**src/rtl/pm_pkg.sv**
```systemverilog
package pm_pkg;
  localparam int PM_WORD_W  = 16;
  localparam int PM_SEL_W   = 4;
  localparam int PM_SCALE_W = 2;

  typedef enum logic [1:0] {
    PS_D0 = 2'b00,
    PS_D1 = 2'b01,
    PS_D2 = 2'b10,
    PS_D3 = 2'b11
  } pwr_state_e;

  // word bit positions
  localparam int BIT_PME_EN  = 8;
  localparam int BIT_SEL_LO  = 9;
  localparam int BIT_SCL_LO  = 13;
  localparam int BIT_PME_STS = 15;
endpackage

```
**src/rtl/pm_data_table.sv**
```systemverilog
module pm_data_table
  import pm_pkg::*;
#(
  parameter int DATA_W = 8,
  parameter int N_ENT  = 8,
  parameter int BASE   = 40,
  parameter int STEP   = 17
) (
  input  logic [PM_SEL_W-1:0]   sel_i,
  output logic [DATA_W-1:0]     data_o,
  output logic [PM_SCALE_W-1:0] scale_o
);
  localparam int IDX_W = (N_ENT > 1) ? $clog2(N_ENT) : 1;

  logic [DATA_W-1:0]     data_tbl  [N_ENT];
  logic [PM_SCALE_W-1:0] scale_tbl [N_ENT];

  for (genvar g = 0; g < N_ENT; g++) begin : g_ent
    assign data_tbl[g]  = DATA_W'(BASE + STEP * g);
    assign scale_tbl[g] = PM_SCALE_W'((g % 3) + 1);
  end

  logic [IDX_W-1:0] idx;
  assign idx = sel_i[IDX_W-1:0];

  always_comb begin
    if (int'(sel_i) < N_ENT) begin
      data_o  = data_tbl[idx];
      scale_o = scale_tbl[idx];
    end else begin
      data_o  = '0;
      scale_o = '0;
    end
  end
endmodule

```
**src/rtl/pm_pme_logic.sv**
```systemverilog
module pm_pme_logic (
  input  logic clk_i,
  input  logic rst_ni,
  input  logic event_i,
  input  logic clr_i,
  input  logic en_i,
  output logic sts_o,
  output logic pme_o
);
  logic sts_q, pme_q;

  always_ff @(posedge clk_i or negedge rst_ni) begin
    if (!rst_ni) begin
      sts_q <= 1'b0;
      pme_q <= 1'b0;
    end else begin
      sts_q <= event_i | (sts_q & ~clr_i);  // event wins over clear
      pme_q <= sts_q & en_i;
    end
  end

  assign sts_o = sts_q;
  assign pme_o = pme_q;
endmodule

```
**src/rtl/pm_cfg_port.sv**
```systemverilog
module pm_cfg_port #(
  parameter int              ADDR_W   = 8,
  parameter logic [ADDR_W-1:0] REG_ADDR = 8'h48,
  parameter int              WORD_W   = 16,
  localparam int             BE_W     = WORD_W / 8
) (
  input  logic              clk_i,
  input  logic              rst_ni,
  input  logic              req_i,
  input  logic              we_i,
  input  logic [ADDR_W-1:0] addr_i,
  input  logic [BE_W-1:0]   be_i,
  input  logic [WORD_W-1:0] rd_word_i,
  output logic [BE_W-1:0]   wr_be_o,
  output logic [WORD_W-1:0] rdata_o,
  output logic              rvalid_o
);
  logic hit, rd;
  logic [WORD_W-1:0] rdata_q;
  logic rvalid_q;

  assign hit     = req_i && (addr_i == REG_ADDR);
  assign rd      = req_i && !we_i;
  assign wr_be_o = (hit && we_i) ? be_i : '0;

  always_ff @(posedge clk_i or negedge rst_ni) begin
    if (!rst_ni) begin
      rdata_q  <= '0;
      rvalid_q <= 1'b0;
    end else begin
      rvalid_q <= rd;
      if (rd) rdata_q <= hit ? rd_word_i : '0;
    end
  end

  assign rdata_o  = rdata_q;
  assign rvalid_o = rvalid_q;
endmodule

```
**src/rtl/pm_ctrl_reg.sv**
```systemverilog
module pm_ctrl_reg
  import pm_pkg::*;
#(
  parameter int                ADDR_W      = 8,
  parameter logic [ADDR_W-1:0] REG_ADDR    = 8'h48,
  parameter int                DATA_W      = 8,
  parameter int                N_RATINGS   = 8,
  parameter int                RATING_BASE = 40,
  parameter int                RATING_STEP = 17
) (
  input  logic                 clk_i,
  input  logic                 rst_ni,
  input  logic                 soft_rst_i,
  input  logic                 req_i,
  input  logic                 we_i,
  input  logic [ADDR_W-1:0]    addr_i,
  input  logic [1:0]           be_i,
  input  logic [15:0]          wdata_i,
  output logic [15:0]          rdata_o,
  output logic                 rvalid_o,
  input  logic                 pme_event_i,
  output logic                 pme_o,
  output logic [1:0]           pwr_state_o,
  output logic [DATA_W-1:0]    pm_data_o
);
  pwr_state_e            ps_q;
  logic                  en_q;
  logic [PM_SEL_W-1:0]   sel_q;
  logic                  sts_q;
  logic [PM_SCALE_W-1:0] scale;
  logic [1:0]            wr_be;
  logic [15:0]           rd_word;

  // soft reset deliberately not wired to any state
  logic unused_soft_rst;
  assign unused_soft_rst = soft_rst_i;
  logic unused_wbits;
  assign unused_wbits = ^{wdata_i[7:2], wdata_i[14:13]};

  pm_cfg_port #(
    .ADDR_W  (ADDR_W),
    .REG_ADDR(REG_ADDR),
    .WORD_W  (PM_WORD_W)
  ) u_port (
    .clk_i    (clk_i),
    .rst_ni   (rst_ni),
    .req_i    (req_i),
    .we_i     (we_i),
    .addr_i   (addr_i),
    .be_i     (be_i),
    .rd_word_i(rd_word),
    .wr_be_o  (wr_be),
    .rdata_o  (rdata_o),
    .rvalid_o (rvalid_o)
  );

  always_ff @(posedge clk_i or negedge rst_ni) begin
    if (!rst_ni) begin
      ps_q  <= PS_D0;
      en_q  <= 1'b0;
      sel_q <= '0;
    end else begin
      if (wr_be[0]) ps_q <= pwr_state_e'(wdata_i[1:0]);
      if (wr_be[1]) begin
        en_q  <= wdata_i[BIT_PME_EN];
        sel_q <= wdata_i[BIT_SEL_LO +: PM_SEL_W];
      end
    end
  end

  pm_pme_logic u_pme (
    .clk_i  (clk_i),
    .rst_ni (rst_ni),
    .event_i(pme_event_i),
    .clr_i  (wr_be[1] & wdata_i[BIT_PME_STS]),
    .en_i   (en_q),
    .sts_o  (sts_q),
    .pme_o  (pme_o)
  );

  pm_data_table #(
    .DATA_W(DATA_W),
    .N_ENT (N_RATINGS),
    .BASE  (RATING_BASE),
    .STEP  (RATING_STEP)
  ) u_tbl (
    .sel_i  (sel_q),
    .data_o (pm_data_o),
    .scale_o(scale)
  );

  assign rd_word     = {sts_q, scale, sel_q, en_q, 6'b0, ps_q};
  assign pwr_state_o = ps_q;
endmodule

```
**config.mk**
```make
export PLATFORM = sky130hd
export DESIGN_NAME = pm_ctrl_reg
export DESIGN_NICKNAME = d
export VERILOG_FILES = /design/src/rtl/pm_pkg.sv /design/src/rtl/pm_data_table.sv /design/src/rtl/pm_pme_logic.sv /design/src/rtl/pm_cfg_port.sv /design/src/rtl/pm_ctrl_reg.sv
export SDC_FILE = /design/constraint.sdc
export NUM_CORES = 1
export LEC_CHECK = 0
export ABC_CLOCK_PERIOD_IN_PS = 2100
export BUFFER_PORTS_ARGS = -buffer_cell sky130_fd_sc_hd__buf_2
export CORE_MARGIN = 5
export CORE_UTILIZATION = 45
export DETAILED_ROUTE_END_ITERATION = 12
export PLACE_DENSITY = 0.83
export SYNTH_ARGS = -nofsm -noshare
export SYNTH_HDL_FRONTEND = slang
export SYNTH_SLANG_ARGS = --single-unit
export TNS_END_PERCENT = 5
```
**constraint.sdc**
```tcl
create_clock -name clk_i -period 2.1 [get_ports clk_i]
set_clock_uncertainty 0.1 [all_clocks]
set_input_delay 0.21 -clock clk_i [delete_from_list [all_inputs] [get_ports clk_i]]
set_output_delay 0.21 -clock clk_i [all_outputs]
set_load 0.005 [all_outputs]
```
==> results of run 1 <==
-- synth_stat cells, types with 3 or more instances --
| master | instances | area [µm²] |
|---|---|---|
| o31ai_1 | 3 | 22.5 |
| dfrtp_1 | 20 | 500 |
| nand2b_1 | 3 | 18.8 |
| nor2b_1 | 3 | 18.8 |
| o21ai_0 | 5 | 25.0 |
| nor2_1 | 3 | 11.3 |
| nand2_1 | 17 | 63.8 |
| ha_1 | 3 | 37.5 |
| inv_1 | 3 | 11.3 |
| mux2_2 | 7 | 78.8 |
| buf_4 | 7 | 52.6 |
-- worst register-to-register path, stage by stage (launching register included) --
cell	delay [ns]
dfrtp_1	0.38
inv_1	0.08
ha_1	0.31
mux2i_1	0.14
nand3_1	0.09
o21ai_0	0.17
-- routing by layer --
metal | vias to the layer above | GRT usage
met3 | 5 | 0.0322
met5 | - | 0
met1 | 371 | 0.121
li1 | 386 | -
met4 | 0 | 0.0949
met2 | 36 | 0.236
-- where the power goes --
| group | internal (µW) | switching, µW |
|---|---|---|
| Clock | 66.9 | 107 |
| Sequential | 388 | 2.59 |
| Combinational | 26.7 | 31.0 |
-- path summary, 6_finish.rpt --
check                                          end  slack, ns  depth (start not counted)
worst max-delay path                  pm_data_o[6]       0.46                          3
worst min-delay path                pwr_state_o[1]       0.04                          2
worst max register to register  u_port.rdata_o[13]       0.76                          5
worst min register to register  u_port.rdata_o[11]       0.38                          2
max in group asynchronous                 sel_q[1]       1.34                          2
min in group asynchronous        u_port.rdata_o[8]       0.27                          2
-- registers in the layout, indices dropped and copies added (netlist names) --
register / count
u_port.rdata_o: 10
sel_q: 4
pwr_state_o: 2
en_q: 1
u_pme.pme_o: 1
u_pme.sts_o: 1
u_port.rvalid_o: 1
-- what timing repair did --
item,4_1_cts,5_1_grt
resized for setup,0,0
hold buffers,1,0
hold endpoints to repair,20,0
-- final cells by class --
class	instances	area [µm²]
clock buffers	3	22.5
repair buffers	45	230
fillers	207	928
inverters	4	15.0
multi-input cells	63	417
flip-flops and latches	20	500
well taps	28	35.0
-- through the flow --
step | total power (µW) | hold slack [ns] | setup slack [ns] | util
2_1_floorplan | 429 | -0.186 | 0.571 | -
3_3_place_gp | 454 | 0.0599 | 0.340 | 0.553
3_5_place_dp | 456 | 0.0681 | 0.334 | 0.553
4_1_cts | 631 | 0.0339 | 0.443 | 0.568
5_1_grt | 653 | 0.0261 | 0.395 | 0.568
6_report | 622 | 0.0364 | 0.461 | 0.568
-- kinds of logic (layout without fill, tap and decap cells) --
group	after synthesis	after routing
flops	20	20
other cells	1	6
mux	9	9
buf+inv	13	52
compound gates	11	11
fa+ha+maj	3	3
simple gates	34	34
==> metrics.cfg, run 1 <==
[outcome]
outcome = completed

[power]
power_density_nw_per_um2 = 510
ir_drop_mv = 0.300
p_leak_uw = 0.000654

[cts]
htreeDepth = 1
clock_latency_ns = 0.30
cts_setup_buffers = 0
root_buffer = clkbuf_4
numCtsBuffers = 3
cts_buffer_depth = 2
cts_tree = yes
path_clk_slew_ns = 0.10
cts.sinks = 20

[worst_setup_path]
critical_path.max_fanout = 6
cpLargestDelayFamily = flip-flops
required_ns = 1.79
path_cells = ha_1 -> nor2b_1 -> buf_2
cp.arrival_ns = 1.33
crit_start = sel_q[2]
end_kind = primary output
worst-path-buf-inv = 1
start_kind = flop
timing.rr.start = sel_q[0]
cp_slowest_stage_delay_ns = 0.47
crit_slowest_cell = dfrtp_1
critPathKind = reg -> out

[global_route]
grt_max_degree = 21
grt_first_pass_wirelength_um = 3200
antenna_found_initial = 0
grt_pass1_vias = 791
overflow = 0
grt_use_total = 0.129

[layout]
mostFrequentLayoutCell = buf_2
final_nets = 172
area_growth_pct = 24.4
antennaDiodeCount = 0
fin_area_um2 = 1220
layout_common_cells = buf_2 (44), dfrtp_1 (20), nand2_1 (17)
finalNonFillerCells = 163
layout-drive-gt1-share = 0.422

[flow_run]
max_cap_viol_count = 0

[die]
core_um2 = 2150
boundaryPins = 60
initial_utilization = 0.457
die_y_um = 56.7
dieArea_um2 = 3210
num_rows = 17
dieWidth_um = 56.7

[synthesis]
muxShareOfSynthArea = 0.101
synthCells = 91
synth_flop_cell = dfrtp_1
synth_edf_count = 0
syn_area_um2 = 981
synthArstFlopShare = 1.00
synth_xor_area_frac = 0
yosys_warnings = 0
postSynthAreaPerCell_um2 = 10.8
synthAdderAreaFrac = 0.0383
synth_compound_area_frac = 0.0689
synth_top_family_by_area = simple AND/OR/NAND/NOR gates
synthSimpleGateAreaFrac = 0.194
yosysSeqAreaShare = 0.510
synth_cell_types = 24
synth-seq-cells = 20

[detailed_routing]
drt_iter0_markers = 7
via_per_inst = 4.90
num_vias = 798
routed.top_layer = met4
wl_met3_um = 182
first_pass_iters = 4
drt-wirelength-per-cell_um = 12.2
drc = 0
drt_wl_total_um = 1980
final_antenna_net_count = 0
drt-met1-wl_um = 697
wl_met2_um = 1050

[timing]
layout_min_cycle_time_ns = 1.64
drv_slew = 0
worst_pin_slew_ns = 0.528
hold_viol = 0
fmax_mhz = 610
setup_viol = 0
relSlewSlack = 0.648
min_period_over_period = 0.780
fin_tns_setup_ns = 0
grt_setup_unrepaired = false

[worst_hold_path]
worst_hold_startpoint = wdata_i[1]
holdCritPathClass = in -> reg

[placement]
port_buffers = 44
placed_cells = 159
place_congestion = 0.765
placed_area_um2 = 1190
hpwl_um = 1680

(Power assumes the default switching activity.)
==> run 2, diff against run 1 <==
- ABC_AREA: unset -> 1
- ABC_CLOCK_PERIOD_IN_PS: 2100 -> 1600
- CORE_UTILIZATION: 45 -> 42
- PLACE_DENSITY: 0.83 -> 0.78
- clock period: 2.1 -> 1.6 ns (I/O delays scaled with it)
==> run 2 against run 1 <==
Combinational power up 57%; critical endpoint unchanged; clock-buffer cell count stayed put; highest routed layer is now met3; utilization increased by 3.6 points; final cell count up 25%; global-route usage is 0.53 points higher; hold slack worse by 0.028 ns.
==> metrics.cfg, run 2 <==
[placement]
hpwl_um = 1800  ; +6.9%
place_congestion = 0.715  ; -6.4%
pre_cts_slack_ns = 0.393  ; +0.0587 ns
placed_area_um2 = 1210  ; +2.0%
port_buffers = 44  ; unchanged

[worst_hold_path]
whs_path_depth = 3  ; +1
holdCritPathClass = in -> reg

[timing]
drv_slew = 0  ; unchanged
layout_min_cycle_time_ns = 1.51
fin_tns_setup_ns = 0  ; unchanged
hold_viol = 0  ; unchanged
min_period_over_period = 0.943
fmax_mhz = 663
worst_slack_ns = 0.0917  ; -0.370 ns
setup_viol = 0  ; unchanged
grt_setup_unrepaired = false

[die]
dieArea_um2 = 3460  ; +7.7%
num_rows = 17  ; unchanged
boundaryPins = 60  ; unchanged
core_um2 = 2250  ; +5.0%
die_y_um = 58.8  ; +3.8%
initial_utilization = 0.444  ; -0.0127
dieWidth_um = 58.8  ; +3.8%

[synthesis]
synth_top_area_frac = 0.500  ; -0.0102
synth-seq-cells = 20  ; unchanged
synthTopCellsByCount = nand2_1 (35), dfrtp_1 (20), inv_1 (17)
yosysTopAreaCell = dfrtp_1
postSynthAreaPerCell_um2 = 8.27  ; -23%
synth_compound_area_frac = 0.0450  ; -0.0239
yosysSeqAreaShare = 0.500  ; -0.0102
muxShareOfSynthArea = 0  ; -0.101
synthSimpleGateAreaFrac = 0.268  ; +0.0736
synth_edf_count = 0  ; unchanged
yosys_warnings = 0  ; unchanged
synth_flop_cell = dfrtp_1
synth_top_family_by_area = simple AND/OR/NAND/NOR gates
synthCells = 121  ; +33%
synth_cell_types = 16  ; -33%
syn_area_um2 = 1000  ; +2.0%
synthAdderAreaFrac = 0.0375  ; -0.000765
yosys-top-cells-area = dfrtp_1 (50%), nand2_1 (13%), buf_4 (6.8%), inv_1 (6.4%), nand3_1 (5.0%)
yosys.cell_count.top_type = nand2_1
synthArstFlopShare = 1.00  ; unchanged
synth_xor_area_frac = 0  ; unchanged

[worst_setup_path]
critPathKind = reg -> out
start_kind = flop
critical_path.max_fanout = 6  ; unchanged
required_ns = 1.34  ; -0.45 ns
cp.arrival_ns = 1.25  ; -0.08 ns
reg2reg_setup_slack_ns = 0.32  ; -0.44 ns
end_kind = primary output
worst_r2r_path_depth = 5  ; unchanged

[detailed_routing]
drt-wirelength-per-cell_um = 11.2  ; -7.6%
first_pass_iters = 4  ; unchanged
drt_wl_total_um = 2290  ; +16%
final_antenna_net_count = 0  ; unchanged
drt_iter0_markers = 47  ; +40
drc = 0  ; unchanged
via_per_inst = 4.37  ; -11%
num_vias = 892  ; +12%

[global_route]
antenna_found_initial = 0  ; unchanged
grt_max_degree = 21  ; unchanged
grt_use_total = 0.134  ; +0.00526
grt_first_pass_wirelength_um = 3670  ; +15%
overflow = 0  ; unchanged
grt_pass1_vias = 861  ; +8.8%

[cts]
cts.sinks = 20  ; unchanged
path_clk_slew_ns = 0.11  ; about the same
cts_tree = yes
htreeDepth = 1  ; unchanged
clock_latency_ns = 0.29  ; about the same
root_buffer = clkbuf_4
numCtsBuffers = 3  ; unchanged
cts_buffer_depth = 2  ; unchanged

[outcome]
outcome = completed

[layout]
layout_common_cells = buf_2 (44), nand2_1 (35), dfrtp_1 (18)
antennaDiodeCount = 0  ; unchanged
fin_area_um2 = 1360  ; +12%
nFillCells = 207  ; unchanged
layout-drive-gt1-share = 0.324  ; -0.0984
final_nets = 212  ; +23%
area_growth_pct = 36.0
largest_reg_flops = 10  ; unchanged
mostFrequentLayoutCell = buf_2

[power]
p_leak_uw = 0.000810  ; +24%
ir_drop_mv = 0.430  ; +44%
power_density_nw_per_um2 = 740  ; +45%

[flow_run]
max_cap_viol_count = 0  ; unchanged

-- run 2: cells by family after synthesis --
group / count (synthesis)
adder cells (fa/ha/maj): 3
AND/OR/NAND/NOR: 60
other: 1
AO/OA/AOI/OAI: 9
buffers and inverters: 28
flip-flops: 20
-- run 2: worst max-delay path, cell delays in order (launching register included) --
cell     delay, ns
dfrtp_2       0.46
ha_1          0.28
inv_1         0.03
nor2_1        0.06
buf_2         0.11
-- run 2: what timing repair did --
| item | 4_1_cts | 5_1_grt |
|---|---|---|
| buffers inserted | 0 | 2 |
| hold buffers | 8 | 0 |
| resized for setup | 0 | 2 |
| endpoints found under the hold margin | 27 | 0 |
| endpoints found under the setup margin | 0 | 1 |
-- run 2: final timing paths --
path                              startpoint            endpoint
min in group asynchronous             rst_ni   u_port.rdata_o[0]
max reg2reg                         sel_q[1]  u_port.rdata_o[14]
max in group asynchronous             rst_ni            sel_q[2]
min                               wdata_i[0]      pwr_state_o[0]
max                                 sel_q[2]        pm_data_o[6]
min reg2reg                u_port.rdata_o[0]   u_port.rdata_o[0]
-- run 2: area by class of cell --
cell class	count	area, µm²	area share
clock inverter	1	30.0	0.0221
clock buffer	3	22.5	0.0165
inverter	18	67.6	0.0496
timing repair buffer	56	330	0.243
tap	28	35.0	0.0257
multi-input combinational	78	373	0.274
sequential	20	503	0.369
-- run 2: where the power goes --
part           total (µW)  switching, µW  internal [µW]
logic                90.8           45.4           45.3
clock network         403            150            253
registers             514           3.97            510
total                1010            199            808
-- run 2: through the flow --
step	util	power, µW	cells	hold slack, ns
after global routing	0.604	1050	204	0.0189
after global placement	0.537	596	190	0.0129
after CTS	0.596	1010	202	0.00623
final	0.604	1010	204	0.00834
after floorplan	-	563	126	-0.236
after detailed placement	0.537	599	190	0.0286
-- run 2: metal layers --
metal | share of wire | vias up | track usage
li1 | - | 465 | -
met1 | 0.39 | 400 | 0.156
met2 | 0.54 | 27 | 0.254
met3 | 0.073 | 0 | 0.0351
met4 | 0 | 0 | 0.00971
met5 | 0 | - | 0
